$ cat config.mk
export PLATFORM = sky130hd
export DESIGN_NAME = rf_mirror2r
export DESIGN_NICKNAME = d
export VERILOG_FILES = /design/src/rtl/rf_pkg.sv /design/src/rtl/rf_bank.sv /design/src/rtl/rf_fwd.sv /design/src/rtl/rf_mirror2r.sv
export SDC_FILE = /design/constraint.sdc
export NUM_CORES = 1
export LEC_CHECK = 0
export ABC_CLOCK_PERIOD_IN_PS = 3930
export BUFFER_PORTS_ARGS = -buffer_cell sky130_fd_sc_hd__buf_2
export CORE_ASPECT_RATIO = 1.1
export CORE_MARGIN = 2
export CORE_UTILIZATION = 66
export CTS_CLUSTER_DIAMETER = 100
export DETAILED_ROUTE_END_ITERATION = 10
export GPL_TIMING_DRIVEN = 1
export PLACE_DENSITY = 0.86
export SLEW_MARGIN = 20
export SYNTH_ARGS = -nofsm -noshare
export SYNTH_HDL_FRONTEND = slang
export SYNTH_SLANG_ARGS = --single-unit
$ cat constraint.sdc
create_clock -name clk -period 3.93 [get_ports clk]
set_input_delay 0.786 -clock clk [delete_from_list [all_inputs] [get_ports clk]]
set_output_delay 0.786 -clock clk [all_outputs]
set_load 0.05 [all_outputs]
$ cat src/rtl/rf_pkg.sv
package rf_pkg;
    localparam int unsigned RF_DEPTH_DEF = 16;
    localparam int unsigned RF_WIDTH_DEF = 16;
    localparam int unsigned RF_PORTS     = 2;

    typedef enum logic {
        SRC_STORED = 1'b0,
        SRC_WRITE  = 1'b1
    } fwd_src_e;
endpackage

$ cat src/rtl/rf_bank.sv
module rf_bank #(
    parameter int unsigned DEPTH = rf_pkg::RF_DEPTH_DEF,
    parameter int unsigned WIDTH = rf_pkg::RF_WIDTH_DEF,
    localparam int unsigned AW   = (DEPTH > 1) ? $clog2(DEPTH) : 1
) (
    input  logic             clk,
    input  logic             rst,
    input  logic             wr_en,
    input  logic [AW-1:0]    wr_addr,
    input  logic [WIDTH-1:0] wr_data,
    input  logic [AW-1:0]    rd_addr,
    output logic [WIDTH-1:0] rd_data
);
    typedef struct packed {
        logic [DEPTH-1:0][WIDTH-1:0] regs;
    } bank_t;

    bank_t st_d, st_q;

    always_comb begin
        st_d = st_q;
        if (rst) begin
            st_d.regs = '0;
        end else if (wr_en && (32'(wr_addr) < DEPTH)) begin
            st_d.regs[wr_addr] = wr_data;
        end
    end

    always_ff @(posedge clk) begin
        st_q <= st_d;
    end

    always_comb begin
        rd_data = '0;
        if (32'(rd_addr) < DEPTH) begin
            rd_data = st_q.regs[rd_addr];
        end
    end


    write_lands_chk: assert property (@(posedge clk) disable iff (rst)
        (wr_en && (32'(wr_addr) < DEPTH)) |=> (st_q.regs[$past(wr_addr)] == $past(wr_data)));
endmodule

$ cat src/rtl/rf_fwd.sv
module rf_fwd #(
    parameter int unsigned DEPTH = rf_pkg::RF_DEPTH_DEF,
    parameter int unsigned WIDTH = rf_pkg::RF_WIDTH_DEF,
    localparam int unsigned AW   = (DEPTH > 1) ? $clog2(DEPTH) : 1
) (
    input  logic             wr_en,
    input  logic [AW-1:0]    wr_addr,
    input  logic [WIDTH-1:0] wr_data,
    input  logic [AW-1:0]    rd_addr,
    input  logic [WIDTH-1:0] stored,
    output logic [WIDTH-1:0] fwd
);
    rf_pkg::fwd_src_e src;

    always_comb begin
        src = rf_pkg::SRC_STORED;
        if (wr_en && (rd_addr == wr_addr)) begin
            src = rf_pkg::SRC_WRITE;
        end
        fwd = (src == rf_pkg::SRC_WRITE) ? wr_data : stored;
    end
endmodule

$ cat src/rtl/rf_mirror2r.sv
module rf_mirror2r #(
    parameter int unsigned DEPTH = rf_pkg::RF_DEPTH_DEF,
    parameter int unsigned WIDTH = rf_pkg::RF_WIDTH_DEF,
    localparam int unsigned AW   = (DEPTH > 1) ? $clog2(DEPTH) : 1,
    localparam int unsigned NP   = rf_pkg::RF_PORTS
) (
    input  logic             clk,
    input  logic             rst,
    input  logic             wr_en,
    input  logic [AW-1:0]    wr_addr,
    input  logic [WIDTH-1:0] wr_data,
    input  logic [AW-1:0]    rd_a_addr,
    input  logic [AW-1:0]    rd_b_addr,
    output logic [WIDTH-1:0] rd_a_data,
    output logic [WIDTH-1:0] rd_b_data,
    output logic [WIDTH-1:0] rd_a_fwd,
    output logic [WIDTH-1:0] rd_b_fwd
);
    logic [NP-1:0][AW-1:0]    port_addr;
    logic [NP-1:0][WIDTH-1:0] port_data;
    logic [NP-1:0][WIDTH-1:0] port_fwd;

    assign port_addr[0] = rd_a_addr;
    assign port_addr[1] = rd_b_addr;

    for (genvar p = 0; p < NP; p++) begin : gen_port
        rf_bank #(.DEPTH(DEPTH), .WIDTH(WIDTH)) u_bank (
            .clk     (clk),
            .rst     (rst),
            .wr_en   (wr_en),
            .wr_addr (wr_addr),
            .wr_data (wr_data),
            .rd_addr (port_addr[p]),
            .rd_data (port_data[p])
        );

        rf_fwd #(.DEPTH(DEPTH), .WIDTH(WIDTH)) u_fwd (
            .wr_en   (wr_en),
            .wr_addr (wr_addr),
            .wr_data (wr_data),
            .rd_addr (port_addr[p]),
            .stored  (port_data[p]),
            .fwd     (port_fwd[p])
        );
    end

    assign rd_a_data = port_data[0];
    assign rd_b_data = port_data[1];
    assign rd_a_fwd  = port_fwd[0];
    assign rd_b_fwd  = port_fwd[1];

    for (genvar i = 0; i < DEPTH; i++) begin : gen_mirror

        bank_mirror_chk: assert property (@(posedge clk) disable iff (rst)
            gen_port[0].u_bank.st_q.regs[i] == gen_port[1].u_bank.st_q.regs[i]);
    end


    idle_hold_chk: assert property (@(posedge clk) disable iff (rst)
        !wr_en |=> ($stable(rd_a_addr) -> $stable(rd_a_data)));


    fwd_predicts_a_chk: assert property (@(posedge clk) disable iff (rst)
        wr_en |=> ($stable(rd_a_addr) -> (rd_a_data == $past(rd_a_fwd))));


    fwd_predicts_b_chk: assert property (@(posedge clk) disable iff (rst)
        wr_en |=> ($stable(rd_b_addr) -> (rd_b_data == $past(rd_b_fwd))));
endmodule

==> metrics.log, run 1 <==
[metrics] commonest cells after routing, fill and taps aside: sky130_fd_sc_hd__nand2_1 (559), sky130_fd_sc_hd__a21oi_1 (256), sky130_fd_sc_hd__dfxtp_1 (256), sky130_fd_sc_hd__mux4_2 (128), sky130_fd_sc_hd__buf_2 (91)
[metrics] proportion of layout cells with a drive suffix above 1: 0.224
[metrics] distinct cell type count after synthesis: 26
[metrics] number of flip-flops under the largest register name: approximately 260
[metrics] remaining global-route overflow: 0
[metrics] initial core utilization: 0.671
[metrics] cell family with most CP delay: multiplexers
[metrics] routability congestion estimate from global placement: 0.891
[metrics] drt first pass iters: 6
[metrics] vias per cell: about 7
[metrics] DIE AREA: approximately 21,000 sq um
[metrics] depth of the worst hold-timing path: 2
[metrics] post-synth design cell area: 13,200 sq um
[metrics] fraction of the yosys area taken by sequential cells: 0.387
[metrics] Finish-stage setup viols: 0
[metrics] wire length of the first global-routing pass: approximately 66,000 um
[metrics] H-tree depth reported by CTS: 1
[metrics] cell breakdown of the critical path: buf_4 > buf_12 > mux4_2 > a22oi_1 > nand2_1 > mux2_2 > buf_2
[metrics] Mean Syn Cell Area: a little under 9 sq um
[metrics] result of the run: finished, final reports clean
[metrics] Detail Placement HPWL: 25,900 um
[metrics] vertical die dimension: around 150 um
[metrics] Final Cycle Share: 0.949
[metrics] DRT iter0 DRCs: just under 2,000
[metrics] Port Buffers: 94
[metrics] worst min path class: flop to flop
[metrics] TritonCTS Buffers: 26
[metrics] number of nets with antenna violations after detailed routing: 0
[metrics] horizontal die dimension: 139 um
[metrics] reported max-cap violation count: 0
[metrics] data arrival time at the worst-slack endpoint: around 2.9 ns
[metrics] #FFs+latches synth: around 260
[metrics] worst slack, placed: 0.339 ns
[metrics] flip-flop cell with the highest count after synthesis: sky130_fd_sc_hd__dfxtp_1
[metrics] CP endpoint kind: output pin
[metrics] total leakage power: 5.12 nW
[metrics] unrepaired setup endpoints after global routing: false
[metrics] worst rel slew slack: 0.205
[metrics] number of enable-type register cells in the synthesized netlist: 0
[metrics] Power Internal: 4.24 mW
[metrics] count of filler cells inserted in the layout: 1,288
[metrics] clock-pin slew reported for the worst setup and hold paths after clock tree synthesis: 0.05 ns
[metrics] area of the multi-input gates: 7470 sq um
[metrics] post-synthesis cell count: 1,489
[metrics] setup slack after layout: 0.201 ns
[metrics] Biggest register: gen_port.u_bank.st_q
[metrics] routed vias: 12,400
[metrics] Max Transition Viols Final: 0
[metrics] largest net degree at the start of global routing: between 100 and 150
[metrics] Largest stage delay, worst path: 0.52 ns
[metrics] CTS Sinks: 256
[metrics] Overall Power: 5.69 mW
[metrics] post-detailed-route DRC marker count: 0
[metrics] Final Hold Slack: 0.465 ns
[metrics] DP Area: 13,800 sq um
[metrics] net switching power figure: 1.44 mW
[metrics] CP Data Required Time: around 3.1 ns
[metrics] most frequent standard cell in the layout excluding fill and tap cells: sky130_fd_sc_hd__nand2_1
[metrics] registers with the highest flip-flop counts: gen_port.u_bank.st_q x256
[metrics] post-CTS setup buffer count: 0
[metrics] clock latency of the later-clocked register in the worst-skew pair: 0.52 ns
[metrics] Worst path slowest cell: sky130_fd_sc_hd__mux4_2
[metrics] row count: 54
[metrics] Fin Setup TNS: 0 ns
[metrics] GRT Util Overall: 0.392
[metrics] Yosys warning count: 0
[metrics] total length of routed wires: 42,600 um
[metrics] maximum clock path buffer count: 3
[metrics] post_cts resized: 0
[metrics] final-report hold violation count: 0
[metrics] post-route standard cell area excluding fillers: 14,600 sq um
[metrics] startpoint class of the critical path: primary input
[metrics] Max Clock Freq: 268 MHz
[metrics] combinational fraction of design power: 0.100
[metrics] pwr/cell area: 389 nW/um^2
[metrics] Post-Synthesis Net Count: 1,520
[metrics] critical path buffer and inverter count: 3
[metrics] cts hold-fix bufs: 0
[metrics] signed area change from the synthesized netlist to the final layout: 10.3%
[metrics] register share of total power: 0.466
[metrics] Root Buffer Master: sky130_fd_sc_hd__clkbuf_16
[metrics] net count reported at finish: roughly 1,500
[metrics] maximum vdd drop: ~0.37 mV
[metrics] minimum clock period: 3.73 ns
[metrics] vias in the first global route: 12,300
[metrics] Worst Reg-to-Reg Cells: 2
[metrics] Floorplan Core Area: 19,700 sq um
[metrics] antenna violations before repair: 0
[metrics] area occupied by registers: just over 5000 sq um
[metrics] DR WL/cell: 24.0 um
[metrics] Worst Path Max Fanout: 22
[metrics] Final Skew: 0 ns
[metrics] crit path kind: primary input to output pin
[metrics] switching part of the total power: 0.254
[metrics] CTS tree: yes
[metrics] fraction of registers with async set/reset: 0
[metrics] number of cells on the critical path: 7
[metrics] Tightest Pin Transition: ~1.2 ns
[metrics] total I/O pin count: 95
[metrics] clock network fraction of total power: 0.433
[metrics] antenna fix cells: 0
-- power groups by stage --
stage	Sequential [mW]	Combinational (mW)	Clock [mW]
floorplan	2.70	0.409	0
global placement	2.71	0.539	0
detailed placement	2.71	0.549	0
CTS	2.65	0.553	2.46
global route	2.66	0.590	2.55
finish	2.65	0.571	2.46
-- metal layers --
layer  track usage  share of wire
met4         0.250          0.074
met2         0.627           0.47
met1         0.482           0.33
met5             0              0
met3        0.0889           0.13
-- worst register-to-register path: cells and delay by family, from the launching register on --
| family | cells | cell delay [ns] |
|---|---|---|
| AOI/OAI and AO/OA | 1 | 0.24 |
| and+or+nand+nor | 1 | 0.08 |
| DFF | 1 | 0.37 |
-- area by class of cell --
type                    count  share of cell area
multi-input cells        1090               0.511
flip-flops and latches    256               0.351
repair buffers            130              0.0592
clock buffers              39              0.0541
well taps                 252              0.0216
clock inverters             4             0.00308
-- Yosys cell counts (3+ instances only) --
cell,count,share of area
sky130_fd_sc_hd__nor2_1,12,0.0034
sky130_fd_sc_hd__nor2b_1,6,0.0028
sky130_fd_sc_hd__nor3_2,4,0.0030
sky130_fd_sc_hd__buf_2,24,0.0091
sky130_fd_sc_hd__nor2_2,3,0.0014
sky130_fd_sc_hd__buf_4,4,0.0023
sky130_fd_sc_hd__a22oi_1,64,0.036
sky130_fd_sc_hd__a21oi_1,256,0.097
sky130_fd_sc_hd__dfxtp_1,256,0.39
sky130_fd_sc_hd__clkbuf_1,102,0.029
sky130_fd_sc_hd__buf_1,3,0.00085
sky130_fd_sc_hd__xor2_1,6,0.0040
sky130_fd_sc_hd__nand2_1,559,0.16
sky130_fd_sc_hd__mux2_2,32,0.027
sky130_fd_sc_hd__nand3_1,5,0.0019
sky130_fd_sc_hd__buf_6,10,0.0085
sky130_fd_sc_hd__mux4_2,128,0.22
-- cells by family (layout without fill, tap and decap cells) --
| family | after synthesis | after routing | share of synthesized area |
|---|---|---|---|
| flops | 256 | 256 | 0.387 |
| compound gates | 320 | 320 | 0.133 |
| xor+xnor | 8 | 8 | 0.00529 |
| simple gates | 602 | 602 | 0.180 |
| buf+inv | 143 | 173 | 0.0496 |
| mux | 160 | 160 | 0.245 |
-- per-stage QoR --
step	utilization	instances
after floorplan	-	1489
after global placement	0.698	1728
final	0.741	1771
after detailed placement	0.698	1728
after global routing	0.741	1771
after CTS	0.741	1771
-- worst paths after layout --
path / from / endpoint / slack, ns
setup / recovery: rd_b_addr[0] / rd_b_fwd[6] / 0.20
hold / removal: gen_port[0].u_bank.st_q[93] / gen_port[0].u_bank.st_q[93] / 0.47
setup reg to reg: gen_port[0].u_bank.st_q[228] / gen_port[0].u_bank.st_q[228] / 3.16
hold reg to reg: gen_port[0].u_bank.st_q[93] / gen_port[0].u_bank.st_q[93] / 0.47
Note: power is estimated with default switching activity, not from simulation.
==> run 2: changes to the inputs <==
--- a/config.mk
+++ b/config.mk
@@ -7,14 +7,17 @@
 export LEC_CHECK = 0
 export ABC_CLOCK_PERIOD_IN_PS = 3930
 export BUFFER_PORTS_ARGS = -buffer_cell sky130_fd_sc_hd__buf_2
+export CELL_PAD_IN_SITES_DETAIL_PLACEMENT = 2
+export CELL_PAD_IN_SITES_GLOBAL_PLACEMENT = 2
 export CORE_ASPECT_RATIO = 1.1
 export CORE_MARGIN = 2
-export CORE_UTILIZATION = 66
+export CORE_UTILIZATION = 41
 export CTS_CLUSTER_DIAMETER = 100
 export DETAILED_ROUTE_END_ITERATION = 10
 export GPL_TIMING_DRIVEN = 1
-export PLACE_DENSITY = 0.86
+export PLACE_DENSITY_LB_ADDON = 0.1
 export SLEW_MARGIN = 20
 export SYNTH_ARGS = -nofsm -noshare
 export SYNTH_HDL_FRONTEND = slang
 export SYNTH_SLANG_ARGS = --single-unit
+export TNS_END_PERCENT = 50
==> run 2 against run 1 <==
Against the previous run: routed wire length increased by 27%; cell area increased by 2.9%; worst hold slack gained 0.0086 ns; clock skew unchanged; die area is 59% higher; critical path depth stayed put; core utilization decreased by 27 points; critical path type unchanged; final cell count grew 11%; sequential power is essentially flat; first-iteration DRC count shrank 57%.
==> metrics.log, run 2 (synthesis results as in run 1) <==
[metrics] Port Buffers: 94 (unchanged)
[metrics] wire length of the first global-routing pass: 81,300 um (+24%)
[metrics] CTS Sinks: 256 (unchanged)
[metrics] Detail Placement HPWL: 34,500 um (+33%)
[metrics] initial core utilization: 0.414 (-0.258)
[metrics] maximum vdd drop: 0.263 mV (-29%)
[metrics] Final Cycle Share: 0.937 (-0.0122)
[metrics] number of nets with antenna violations after detailed routing: 0 (unchanged)
[metrics] DRT iter0 DRCs: 855 (-57%)
[metrics] vias per cell: 6.13 (-13%)
[metrics] antenna violations before repair: 0 (unchanged)
[metrics] final-report hold violation count: 0 (unchanged)
[metrics] vertical die dimension: 193 um (+26%)
[metrics] instance count after placement with tap cells included: 1,916 (+11%)
[metrics] TritonCTS Buffers: 29 (+12%)
[metrics] Floorplan Core Area: 32,000 sq um (+62%)
[metrics] Tightest Pin Transition: 1.13 ns (-0.0634 ns)
[metrics] row count: 69 (+28%)
[metrics] maximum clock path buffer count: 3 (unchanged)
[metrics] post-detailed-route DRC marker count: 0 (unchanged)
[metrics] signed area change from the synthesized netlist to the final layout: 13.5%
[metrics] DIE AREA: 33,800 sq um (+59%)
[metrics] post_cts resized: 0 (unchanged)
[metrics] Biggest register: gen_port.u_bank.st_q
[metrics] remaining global-route overflow: 0 (unchanged)
[metrics] routability congestion estimate from global placement: 0.817 (-8.3%)
[metrics] drt first pass iters: 5 (-1)
[metrics] registers with the highest flip-flop counts: gen_port.u_bank.st_q x256
[metrics] total I/O pin count: 95 (unchanged)
[metrics] net count reported at finish: 1,552 (+1.1%)
[metrics] commonest cells after routing, fill and taps aside: sky130_fd_sc_hd__nand2_1 (559), sky130_fd_sc_hd__a21oi_1 (256), sky130_fd_sc_hd__dfxtp_1 (256), sky130_fd_sc_hd__mux4_2 (128), sky130_fd_sc_hd__buf_2 (89)
[metrics] CP endpoint kind: output pin
[metrics] routed vias: 12,000 (-2.8%)
[metrics] worst min path class: flop to flop
[metrics] Worst Path Max Fanout: 31 (+41%)
[metrics] reported max-cap violation count: 0 (unchanged)
[metrics] unrepaired setup endpoints after global routing: false
[metrics] Fin Setup TNS: 0 ns (unchanged)
[metrics] minimum clock period: 3.68 ns (-0.0481 ns)
[metrics] post-CTS setup buffer count: 0 (unchanged)
[metrics] most frequent standard cell in the layout excluding fill and tap cells: sky130_fd_sc_hd__nand2_1
[metrics] total leakage power: 5.23 nW (+2.3%)
[metrics] vias in the first global route: 13,100 (+6.4%)
[metrics] largest net degree at the start of global routing: 128 (+9.4%)
[metrics] GRT Util Overall: 0.321 (-0.0712)
[metrics] horizontal die dimension: 175 um (+26%)
[metrics] number of flip-flops under the largest register name: 256 (unchanged)
[metrics] result of the run: finished, final reports clean
[metrics] antenna fix cells: 0 (unchanged)
[metrics] Max Transition Viols Final: 0 (unchanged)
[metrics] startpoint class of the critical path: primary input
[metrics] worst rel slew slack: 0.246 (+0.0413)
[metrics] total length of routed wires: 54,100 um (+27%)
[metrics] clock-pin slew reported for the worst setup and hold paths after clock tree synthesis: 0.06 ns (about the same)
[metrics] CTS tree: yes
[metrics] pwr/cell area: 396 nW/um^2 (+1.7%)
[metrics] crit path kind: primary input to output pin
[metrics] Final Skew: 0 ns (unchanged)
[metrics] H-tree depth reported by CTS: 1 (unchanged)
[metrics] Max Clock Freq: 272 MHz (+1.3%)
[metrics] DR WL/cell: 27.5 um (+14%)
[metrics] filler-free cell count of the finished design: 1,967 (+11%)
[metrics] clock latency of the later-clocked register in the worst-skew pair: 0.55 ns (+0.03 ns)
[metrics] data arrival time at the worst-slack endpoint: 2.90 ns (-0.04 ns)
[metrics] cts hold-fix bufs: 0 (unchanged)
[metrics] Finish-stage setup viols: 0 (unchanged)
[metrics] CP Data Required Time: 3.14 ns (about the same)
[metrics] proportion of layout cells with a drive suffix above 1: 0.232 (+0.00784)
[metrics] Root Buffer Master: sky130_fd_sc_hd__clkbuf_16
-- run 2: cell count changes in the layout (fill, tap and decap cells not counted) --
cell and change:
sky130_fd_sc_hd__buf_12 +1, sky130_fd_sc_hd__buf_2 -2, sky130_fd_sc_hd__buf_4 +15, sky130_fd_sc_hd__buf_6 -1, sky130_fd_sc_hd__clkbuf_1 +3, sky130_fd_sc_hd__clkbuf_16 +2
sky130_fd_sc_hd__clkbuf_8 +2, sky130_fd_sc_hd__clkinv_2 +2, sky130_fd_sc_hd__nor2_1 +2, sky130_fd_sc_hd__nor2_2 -2
-- run 2: path summary, 6_finish.rpt --
path	end	start	cells after the start	slack, ns
min reg2reg	gen_port[0].u_bank.st_q[74]	gen_port[0].u_bank.st_q[74]	2	0.47
max reg2reg	gen_port[0].u_bank.st_q[135]	gen_port[0].u_bank.st_q[135]	2	3.13
max	rd_a_fwd[6]	rd_a_addr[0]	7	0.25
min	gen_port[0].u_bank.st_q[74]	gen_port[0].u_bank.st_q[74]	2	0.47
-- run 2: critical path, cell delays in order --
cell and delay, ns:
sky130_fd_sc_hd__buf_4 0.19, sky130_fd_sc_hd__buf_12 0.28, sky130_fd_sc_hd__mux4_2 0.55, sky130_fd_sc_hd__a22oi_1 0.37
sky130_fd_sc_hd__nand2_1 0.18, sky130_fd_sc_hd__mux2_2 0.30, sky130_fd_sc_hd__buf_2 0.21
-- run 2: per-layer routing --
layer | vias up | share of wire | GRT usage
met4 | 0 | 0.031 | 0.104
met3 | 96 | 0.049 | 0.0327
li1 | 5265 | - | -
met2 | 306 | 0.51 | 0.568
met1 | 6381 | 0.41 | 0.411
met5 | - | 0 | 0
-- run 2: stage by stage --
step	hold WS (ns)	setup slack, ns	util	power (mW)	instance area, sq um
final	0.474	0.249	0.469	5.95	15000
after global routing	0.483	0.139	0.469	6.12	15000
after CTS	0.472	0.225	0.469	5.99	15000
after floorplan	0.443	0.490	-	3.11	13200
after global placement	0.448	0.317	0.441	3.30	14100
after detailed placement	0.463	0.239	0.441	3.32	14100
-- run 2: area by class of cell --
type	count	area (sq um)
clock buffers	45	866
multi-input cells	1090	7460
flip-flops and latches	256	5120
well taps	426	533
repair buffers	144	990
fillers	3496	17000
clock inverters	6	55.1
-- run 2: where the power goes --
part / total, mW / leakage [nW] / internal [mW] / switching, mW
registers: 2.65 / 2.07 / 2.63 / 0.0259
logic: 0.608 / 2.71 / 0.185 / 0.423
clock network: 2.69 / 0.458 / 1.56 / 1.13
total: 5.95 / 5.23 / 4.38 / 1.57
